File: config.mk
export PLATFORM = sky130hd
export DESIGN_NAME = pit_channel
export DESIGN_NICKNAME = d
export VERILOG_FILES = /design/src/rtl/pit_pkg.sv /design/src/rtl/pit_gate_det.sv /design/src/rtl/pit_counter.sv /design/src/rtl/pit_mode_ctrl.sv /design/src/rtl/pit_channel.sv
export SDC_FILE = /design/constraint.sdc
export NUM_CORES = 1
export LEC_CHECK = 0
export BUFFER_PORTS_ARGS = -buffer_cell sky130_fd_sc_hd__clkbuf_2
export CAP_MARGIN = 10
export CORE_MARGIN = 1.5
export CORE_UTILIZATION = 55
export DETAILED_ROUTE_END_ITERATION = 10
export GPL_TIMING_DRIVEN = 0
export PLACE_DENSITY = 0.78
export SYNTH_ARGS = -nofsm -noshare
export SYNTH_HDL_FRONTEND = slang
export SYNTH_SLANG_ARGS = --single-unit
File: constraint.sdc
create_clock -name clk -period 1.3 [get_ports clk]
set_input_delay 0.195 -clock clk [delete_from_list [all_inputs] [get_ports clk]]
set_output_delay 0.195 -clock clk [all_outputs]
set_load 0.1 [all_outputs]
File: src/rtl/pit_pkg.sv
package pit_pkg;

  typedef enum logic [2:0] {
    M_TERM     = 3'd0,
    M_ONESHOT  = 3'd1,
    M_RATE     = 3'd2,
    M_SQUARE   = 3'd3,
    M_SWSTROBE = 3'd4,
    M_HWSTROBE = 3'd5
  } pit_mode_e;

  typedef enum logic [1:0] {
    CMD_HOLD = 2'd0,
    CMD_LOAD = 2'd1,
    CMD_DEC1 = 2'd2,
    CMD_DEC2 = 2'd3
  } cnt_cmd_e;

endpackage

File: src/rtl/pit_gate_det.sv
module pit_gate_det (
  input  logic clk,
  input  logic rst_n,
  input  logic gate,
  output logic gate_rise
);

  logic gate_q;

  always_ff @(posedge clk or negedge rst_n) begin
    if (!rst_n) gate_q <= 1'b0;
    else        gate_q <= gate;
  end

  assign gate_rise = gate & ~gate_q;

endmodule

File: src/rtl/pit_counter.sv
module pit_counter
  import pit_pkg::*;
#(
  parameter int DIGITS = 4
) (
  input  logic                clk,
  input  logic                rst_n,
  input  cnt_cmd_e            cmd,
  input  logic                bcd,
  input  logic [4*DIGITS-1:0] load_val,
  output logic [4*DIGITS-1:0] cnt
);

  localparam int W = 4 * DIGITS;

  logic [W-1:0] cnt_q;
  logic [W-1:0] cnt_d;

  function automatic logic [W-1:0] dec_by(input logic [W-1:0] v, input logic dec_bcd,
                                          input logic [1:0] step);
    logic [W-1:0] r;
    logic [3:0]   dig;
    logic [3:0]   brw;
    r = v;
    if (!dec_bcd) begin
      r = v - {{(W-2){1'b0}}, step};
    end else begin
      brw = {2'b00, step};
      for (int i = 0; i < DIGITS; i++) begin
        dig = v[4*i +: 4];
        if (dig >= brw) begin
          r[4*i +: 4] = dig - brw;
          brw = 4'd0;
        end else begin
          r[4*i +: 4] = dig + 4'd10 - brw;
          brw = 4'd1;
        end
      end
    end
    return r;
  endfunction

  always_comb begin
    unique case (cmd)
      CMD_LOAD: cnt_d = load_val;
      CMD_DEC1: cnt_d = dec_by(cnt_q, bcd, 2'd1);
      CMD_DEC2: cnt_d = dec_by(cnt_q, bcd, 2'd2);
      default:  cnt_d = cnt_q;
    endcase
  end

  always_ff @(posedge clk or negedge rst_n) begin
    if (!rst_n)                cnt_q <= '0;
    else if (cmd != CMD_HOLD)  cnt_q <= cnt_d;
  end

  assign cnt = cnt_q;

  assert_hold_keeps_count_R3: assert property (@(posedge clk) disable iff (!rst_n)
    (cmd == CMD_HOLD) |=> $stable(cnt_q));

  assert_load_transfers_R13: assert property (@(posedge clk) disable iff (!rst_n)
    (cmd == CMD_LOAD) |=> (cnt_q == $past(load_val)));

endmodule

File: src/rtl/pit_mode_ctrl.sv
module pit_mode_ctrl
  import pit_pkg::*;
#(
  parameter int W = 16
) (
  input  logic         clk,
  input  logic         rst_n,
  input  logic         cfg_wr,
  input  logic [2:0]   cfg_mode,
  input  logic         cfg_bcd,
  input  logic         load_wr,
  input  logic [W-1:0] load_val,
  input  logic         gate,
  input  logic         gate_rise,
  input  logic [W-1:0] cnt,
  output cnt_cmd_e     cmd,
  output logic [W-1:0] cmd_val,
  output logic         bcd,
  output logic         out,
  output logic         null_count
);

  localparam logic [W-1:0] ONE = W'(1);
  localparam logic [W-1:0] TWO = W'(2);

  pit_mode_e    mode_q, mode_d, cfg_eff;
  logic         bcd_q, bcd_d;
  logic [W-1:0] cr_q, cr_d;
  logic         out_q, out_d;
  logic         null_q, null_d;
  logic         live_q, live_d;
  logic         armed_q, armed_d;
  logic         pend_q, pend_d;
  logic         have_q, have_d;
  logic [W-1:0] low_val;
  logic         is_strobe;

  assign cfg_eff   = cfg_mode[1] ? pit_mode_e'({1'b0, cfg_mode[1:0]}) : pit_mode_e'(cfg_mode);
  assign low_val   = {cr_q[W-1:1], 1'b0};
  assign is_strobe = (mode_q == M_SWSTROBE) || (mode_q == M_HWSTROBE);

  always_comb begin
    mode_d  = mode_q;
    bcd_d   = bcd_q;
    cr_d    = cr_q;
    out_d   = out_q;
    null_d  = null_q;
    live_d  = live_q;
    armed_d = armed_q;
    pend_d  = pend_q;
    have_d  = have_q;
    cmd     = CMD_HOLD;
    cmd_val = cr_q;
    if (cfg_wr) begin
      mode_d  = cfg_eff;
      bcd_d   = cfg_bcd;
      out_d   = (cfg_eff != M_TERM);
      live_d  = 1'b0;
      armed_d = 1'b0;
      pend_d  = 1'b0;
      have_d  = 1'b0;
      null_d  = 1'b1;
    end else begin
      if (is_strobe && !out_q) out_d = 1'b1;
      if (load_wr && (mode_q == M_TERM || mode_q == M_SWSTROBE)) begin
        pend_d  = 1'b1;
        live_d  = 1'b0;
        armed_d = 1'b0;
        if (mode_q == M_TERM) out_d = 1'b0;
      end else if (load_wr && (mode_q == M_RATE || mode_q == M_SQUARE) && !live_q) begin
        pend_d = 1'b1;
      end else if (pend_q) begin
        cmd     = CMD_LOAD;
        pend_d  = 1'b0;
        live_d  = 1'b1;
        armed_d = 1'b1;
        null_d  = 1'b0;
      end else begin
        case (mode_q)
          M_TERM, M_SWSTROBE: begin
            if (live_q && gate) begin
              cmd = CMD_DEC1;
              if (armed_q && cnt == ONE) begin
                armed_d = 1'b0;
                out_d   = (mode_q == M_TERM);
              end
            end
          end
          M_ONESHOT, M_HWSTROBE: begin
            if (gate_rise && have_q) begin
              cmd     = CMD_LOAD;
              live_d  = 1'b1;
              armed_d = 1'b1;
              null_d  = 1'b0;
              if (mode_q == M_ONESHOT) out_d = 1'b0;
            end else if (live_q) begin
              cmd = CMD_DEC1;
              if (armed_q && cnt == ONE) begin
                armed_d = 1'b0;
                out_d   = (mode_q == M_ONESHOT);
              end
            end
          end
          M_RATE: begin
            if (live_q) begin
              if (!gate) begin
                out_d = 1'b1;
              end else if (gate_rise || cnt == ONE) begin
                cmd    = CMD_LOAD;
                out_d  = 1'b1;
                null_d = 1'b0;
              end else begin
                cmd = CMD_DEC1;
                if (cnt == TWO) out_d = 1'b0;
              end
            end
          end
          M_SQUARE: begin
            if (live_q) begin
              if (!gate) begin
                out_d = 1'b1;
              end else if (gate_rise) begin
                cmd    = CMD_LOAD;
                out_d  = 1'b1;
                null_d = 1'b0;
              end else if (cnt == TWO) begin
                cmd     = CMD_LOAD;
                cmd_val = out_q ? low_val : cr_q;
                out_d   = !out_q;
                null_d  = 1'b0;
              end else begin
                cmd = cnt[0] ? CMD_DEC1 : CMD_DEC2;
              end
            end
          end
          default: ;
        endcase
      end
      if (load_wr) begin
        cr_d   = load_val;
        null_d = 1'b1;
        have_d = 1'b1;
      end
    end
  end

  always_ff @(posedge clk or negedge rst_n) begin
    if (!rst_n) begin
      mode_q  <= M_TERM;
      bcd_q   <= 1'b0;
      cr_q    <= '0;
      out_q   <= 1'b0;
      null_q  <= 1'b1;
      live_q  <= 1'b0;
      armed_q <= 1'b0;
      pend_q  <= 1'b0;
      have_q  <= 1'b0;
    end else begin
      mode_q  <= mode_d;
      bcd_q   <= bcd_d;
      cr_q    <= cr_d;
      out_q   <= out_d;
      null_q  <= null_d;
      live_q  <= live_d;
      armed_q <= armed_d;
      pend_q  <= pend_d;
      have_q  <= have_d;
    end
  end

  assign bcd        = bcd_q;
  assign out        = out_q;
  assign null_count = null_q;

  assert_cfg_term_low_R2: assert property (@(posedge clk) disable iff (!rst_n)
    (cfg_wr && cfg_mode == 3'd0) |=> !out_q);

  assert_oneshot_trigger_R4: assert property (@(posedge clk) disable iff (!rst_n)
    (!cfg_wr && mode_q == M_ONESHOT && gate_rise && have_q) |=> !out_q);

  assert_strobe_one_cycle_R8: assert property (@(posedge clk) disable iff (!rst_n)
    (!cfg_wr && is_strobe && !out_q) |=> out_q);

  assert_gate_forces_high_R12: assert property (@(posedge clk) disable iff (!rst_n)
    (!cfg_wr && live_q && (mode_q == M_RATE || mode_q == M_SQUARE) && !gate) |=> out_q);

  assert_null_on_write_R13: assert property (@(posedge clk) disable iff (!rst_n)
    (load_wr || cfg_wr) |=> null_q);

endmodule

File: src/rtl/pit_channel.sv
module pit_channel
  import pit_pkg::*;
#(
  parameter int DIGITS = 4
) (
  input  logic                clk,
  input  logic                rst_n,
  input  logic                cfg_wr,
  input  logic [2:0]          cfg_mode,
  input  logic                cfg_bcd,
  input  logic                load_wr,
  input  logic [4*DIGITS-1:0] load_val,
  input  logic                gate,
  output logic                out,
  output logic [4*DIGITS-1:0] count_val,
  output logic                null_count
);

  localparam int W = 4 * DIGITS;

  logic         rst_meta, rst_sn;
  logic         gate_rise;
  cnt_cmd_e     cmd;
  logic [W-1:0] cmd_val;
  logic         bcd;
  logic [W-1:0] cnt;

  always_ff @(posedge clk or negedge rst_n) begin
    if (!rst_n) begin
      rst_meta <= 1'b0;
      rst_sn   <= 1'b0;
    end else begin
      rst_meta <= 1'b1;
      rst_sn   <= rst_meta;
    end
  end

  pit_gate_det u_gate (
    .clk       (clk),
    .rst_n     (rst_sn),
    .gate      (gate),
    .gate_rise (gate_rise)
  );

  pit_mode_ctrl #(.W(W)) u_ctrl (
    .clk        (clk),
    .rst_n      (rst_sn),
    .cfg_wr     (cfg_wr),
    .cfg_mode   (cfg_mode),
    .cfg_bcd    (cfg_bcd),
    .load_wr    (load_wr),
    .load_val   (load_val),
    .gate       (gate),
    .gate_rise  (gate_rise),
    .cnt        (cnt),
    .cmd        (cmd),
    .cmd_val    (cmd_val),
    .bcd        (bcd),
    .out        (out),
    .null_count (null_count)
  );

  pit_counter #(.DIGITS(DIGITS)) u_cnt (
    .clk      (clk),
    .rst_n    (rst_sn),
    .cmd      (cmd),
    .bcd      (bcd),
    .load_val (cmd_val),
    .cnt      (cnt)
  );

  assign count_val = cnt;

endmodule

==> run_results.csv <==
group,metric,value,unit
worst_setup_path,start_kind,"flop",
cts,path_clk_slew,0.10,ns
timing,fin_ws,-2.25,ns
worst_setup_path,crit_type,"flop to flop",
cts,worst_skew_pair.late_latency,0.31,ns
power,peakVddDrop,0.00110,V
hold_path,min_path_type,"primary input to flop",
drt,vias,5259,
drt,drt_iter0_markers,831,
synthesis,synth_fp_nets,563,
power,p_int,0.00579,W
cells_and_area,fill_cells,337,
timing,worst_pin_slew,0.871,ns
worst_setup_path,critPathCaptureType,"flop",
power,p_leak,2.59,nW
timing,fin_crit_sh,2.73,
grt,grt_pass1_wl,24.7,mm
grt,grt_antenna_before_repair,0,
timing,min_period,3.55,ns
timing,hold_viol_final,0,
floorplan,start_util,0.577,
drt,drt_pass1_iterations,11,
drt,drc,2,
cts,clockRootBuffer,"clkbuf_8",
cts,h-tree-depth,2,
floorplan,fp.dieW,90.7,microns
outcome,violations,"design-rule violations, negative setup slack",
cells_and_area,finish.utilization,0.869,
grt,grt_usage,0.377,
floorplan,ios,43,
placement,pre_cts_ws,-2.55,ns
placement,place_congestion,0.967,
synthesis,synth_warnings,0,
cts,numCtsBuffers,5,
floorplan,coreArea,7330,sq um
placement,dp_cells,636,
synthesis,synth_edf_count,0,
cells_and_area,drive_gt1_frac,0.455,
grt,grt_pass1_vias,4905,
synthesis,ys.flop_type,"dfrtp_1",
worst_setup_path,crit_path_max_fanout,7,
floorplan,dieArea,8230,sq um
placement,hpwl,9.20,mm
cts,cts_tree,"yes",
grt,grt_overflow,0,
synthesis,syn_inst,496,
power,p_per_area,1970,nW/um^2
power,total_power,0.0126,W
worst_setup_path,cp.arrival,3.74,ns
cells_and_area,nets,693,
synthesis,synthArstFlopShare,1.00,
outcome,status,"finished with violations",
timing,slew_headroom,0.415,
cts,cts_buffer_depth,2,
grt,grt_start_max_net_pins,44,
timing,drv_slew,0,
synthesis,syn_area,4230,sq um
cells_and_area,multi_input_area,3430,sq um
cells_and_area,syn_to_final_growth,50.5,%
floorplan,die_y,90.7,microns
cells_and_area,seqCellArea,1180,sq um
cells_and_area,num_antenna_cells,0,
power,pwr-share-comb,0.706,
timing,max_freq,0.282,GHz
synthesis,ys_seq_elements,45,
timing,clock_skew,0.0132,ns
floorplan,num_rows,31,
cells_and_area,stdcell_count,726,
drt,drtAntennaViolNets,0,
power,power.net_switching,0.00677,W
drt,wl,18.5,mm
timing,finalSetupViolations,29,
power,swShare,0.539,
run,cap_viol_max_count,0,
cts,clkSinkCount,45,
placement,portBuffers,41,
timing,rsz0062_at_grt,"true",
worst_setup_path,cp_data_required_time,1.49,ns
synthesis,syn_area_per_cell,8.53,sq um
synthesis,synth_cell_types,73,
power,seqPwrFrac,0.200,
drt,wl_per_cell,25.5,microns
power,clkPwrFrac,0.094,
synthesis,ys_seq_area_frac,0.266,
drt,via_per_inst,7.24,
==> cells in the final DEF (no fill, tap or decap), types with 7 or more instances in the layout <==
cell type,netlist,final
nand2_1,35,32
o21ai_1,0,8
o21ai_0,27,17
clkbuf_8,0,10
dfrtp_1,44,22
xnor2_1,17,17
a21oi_1,33,26
nor2_1,36,31
nand4_1,7,7
buf_4,1,66
buf_6,2,21
ha_1,42,28
mux2_2,21,21
clkbuf_2,0,28
nor3_1,12,7
nand3_1,12,11
ha_4,0,12
dfrtp_4,0,12
dfrtp_2,0,10
clkbuf_4,0,10
clkbuf_16,0,10
inv_1,26,19
==> power by group through the flow <==
stage / Sequential, W / Clock [W] / Combinational (W)
6_report: 0.00251 / 0.00118 / 0.00887
3_3_place_gp: 0.00250 / 0 / 0.00608
5_1_grt: 0.00254 / 0.00121 / 0.00914
4_1_cts: 0.00248 / 0.00117 / 0.00776
2_1_floorplan: 0.00424 / 0 / 0.00327
3_5_place_dp: 0.00253 / 0 / 0.00622
==> worst max-delay path, stage by stage, from the launching register on <==
cell	delay, ns
dfrtp_4	0.55
buf_4	0.16
nor4_4	0.38
nand3_2	0.19
or3_4	0.42
a31oi_4	0.19
o311ai_4	0.12
ha_2	0.22
buf_8	0.13
buf_6	0.13
o21ai_0	0.27
o21ai_0	0.18
a21oi_1	0.20
o31a_1	0.19
o311ai_2	0.10
==> synthesized netlist by cell type (5+ instances only) <==
cell type | n | share of area
inv_1 | 26 | 0.023
ha_1 | 42 | 0.12
a32oi_1 | 6 | 0.012
nor3_1 | 12 | 0.014
nand4_1 | 7 | 0.010
nor2_1 | 36 | 0.032
and3_1 | 5 | 0.0074
nand3_1 | 12 | 0.014
nor2b_1 | 7 | 0.010
o21bai_1 | 5 | 0.0089
nand2b_1 | 6 | 0.0089
o21ai_0 | 27 | 0.032
o311ai_0 | 5 | 0.010
xnor2_1 | 17 | 0.035
nand2_1 | 35 | 0.031
mux2_2 | 21 | 0.056
a21oi_1 | 33 | 0.039
xor2_1 | 6 | 0.012
dfrtp_1 | 44 | 0.26
clkbuf_1 | 24 | 0.021
o22ai_1 | 6 | 0.0089
a31oi_1 | 8 | 0.012
a211oi_1 | 9 | 0.016
mux2i_1 | 5 | 0.012
o2111ai_1 | 6 | 0.012
==> cells by family after synthesis <==
family | share of synthesized area
xor+xnor | 0.0476
flops | 0.266
simple gates | 0.190
compound gates | 0.247
other cells | 0.000886
buf+inv | 0.0562
fa+ha+maj | 0.124
mux | 0.0677
==> final timing paths <==
path	from	end	slack (ns)	cells past startpoint
worst min-delay path	gate	u_gate.gate_q	0.0007	1
min in group asynchronous	rst_n	rst_sn	0.20	2
worst min register to register	rst_sn	u_cnt.cnt[10]	0.34	0
worst max-delay path	u_cnt.cnt[2]	u_cnt.cnt[15]	-2.25	14
max in group asynchronous	rst_sn	u_cnt.cnt[3]	0.47	0
worst max register to register	u_cnt.cnt[2]	u_cnt.cnt[15]	-2.25	14
==> timing repair <==
item / in CTS / in global routing
cloned: 2 / 1
hold buffers: 1 / 0
setup endpoints to repair: 39 / 51
endpoints found under the hold margin: 2 / 0
setup buffers: 56 / 33
pin swaps: 45 / 31
gates resized for setup: 112 / 52
==> area by class of cell <==
| class | count | share of cell area |
|---|---|---|
| Clock inverter | 2 | 0.00590 |
| Tap cell | 99 | 0.0195 |
| Clock buffer | 6 | 0.0130 |
| Sequential cell | 45 | 0.186 |
| Multi-Input combinational cell | 393 | 0.539 |
| Buffer | 26 | 0.0387 |
| Inverter | 27 | 0.0191 |
| Timing Repair Buffer | 128 | 0.179 |
==> per-stage QoR <==
step                      setup TNS, ns  cell area, sq um  hold slack (ns)
after floorplan                  -33.05              4600           -0.101
after global placement           -38.54              4930          -0.0189
after detailed placement         -40.09              4930          -0.0188
after CTS                        -32.82              6050          0.00351
after global routing             -38.99              6370          0.00233
final                            -36.60              6370         0.000672
==> per-layer routing <==
metal  vias up  GRT usage  routed length (microns)
li1       2097          -                        -
met4         0      0.206                     1610
met1      2425      0.466                     6580
met5         -          0                        0
met2       535      0.598                     7970
met3       202     0.0918                     2380
Power figures use the tool's default switching activity.
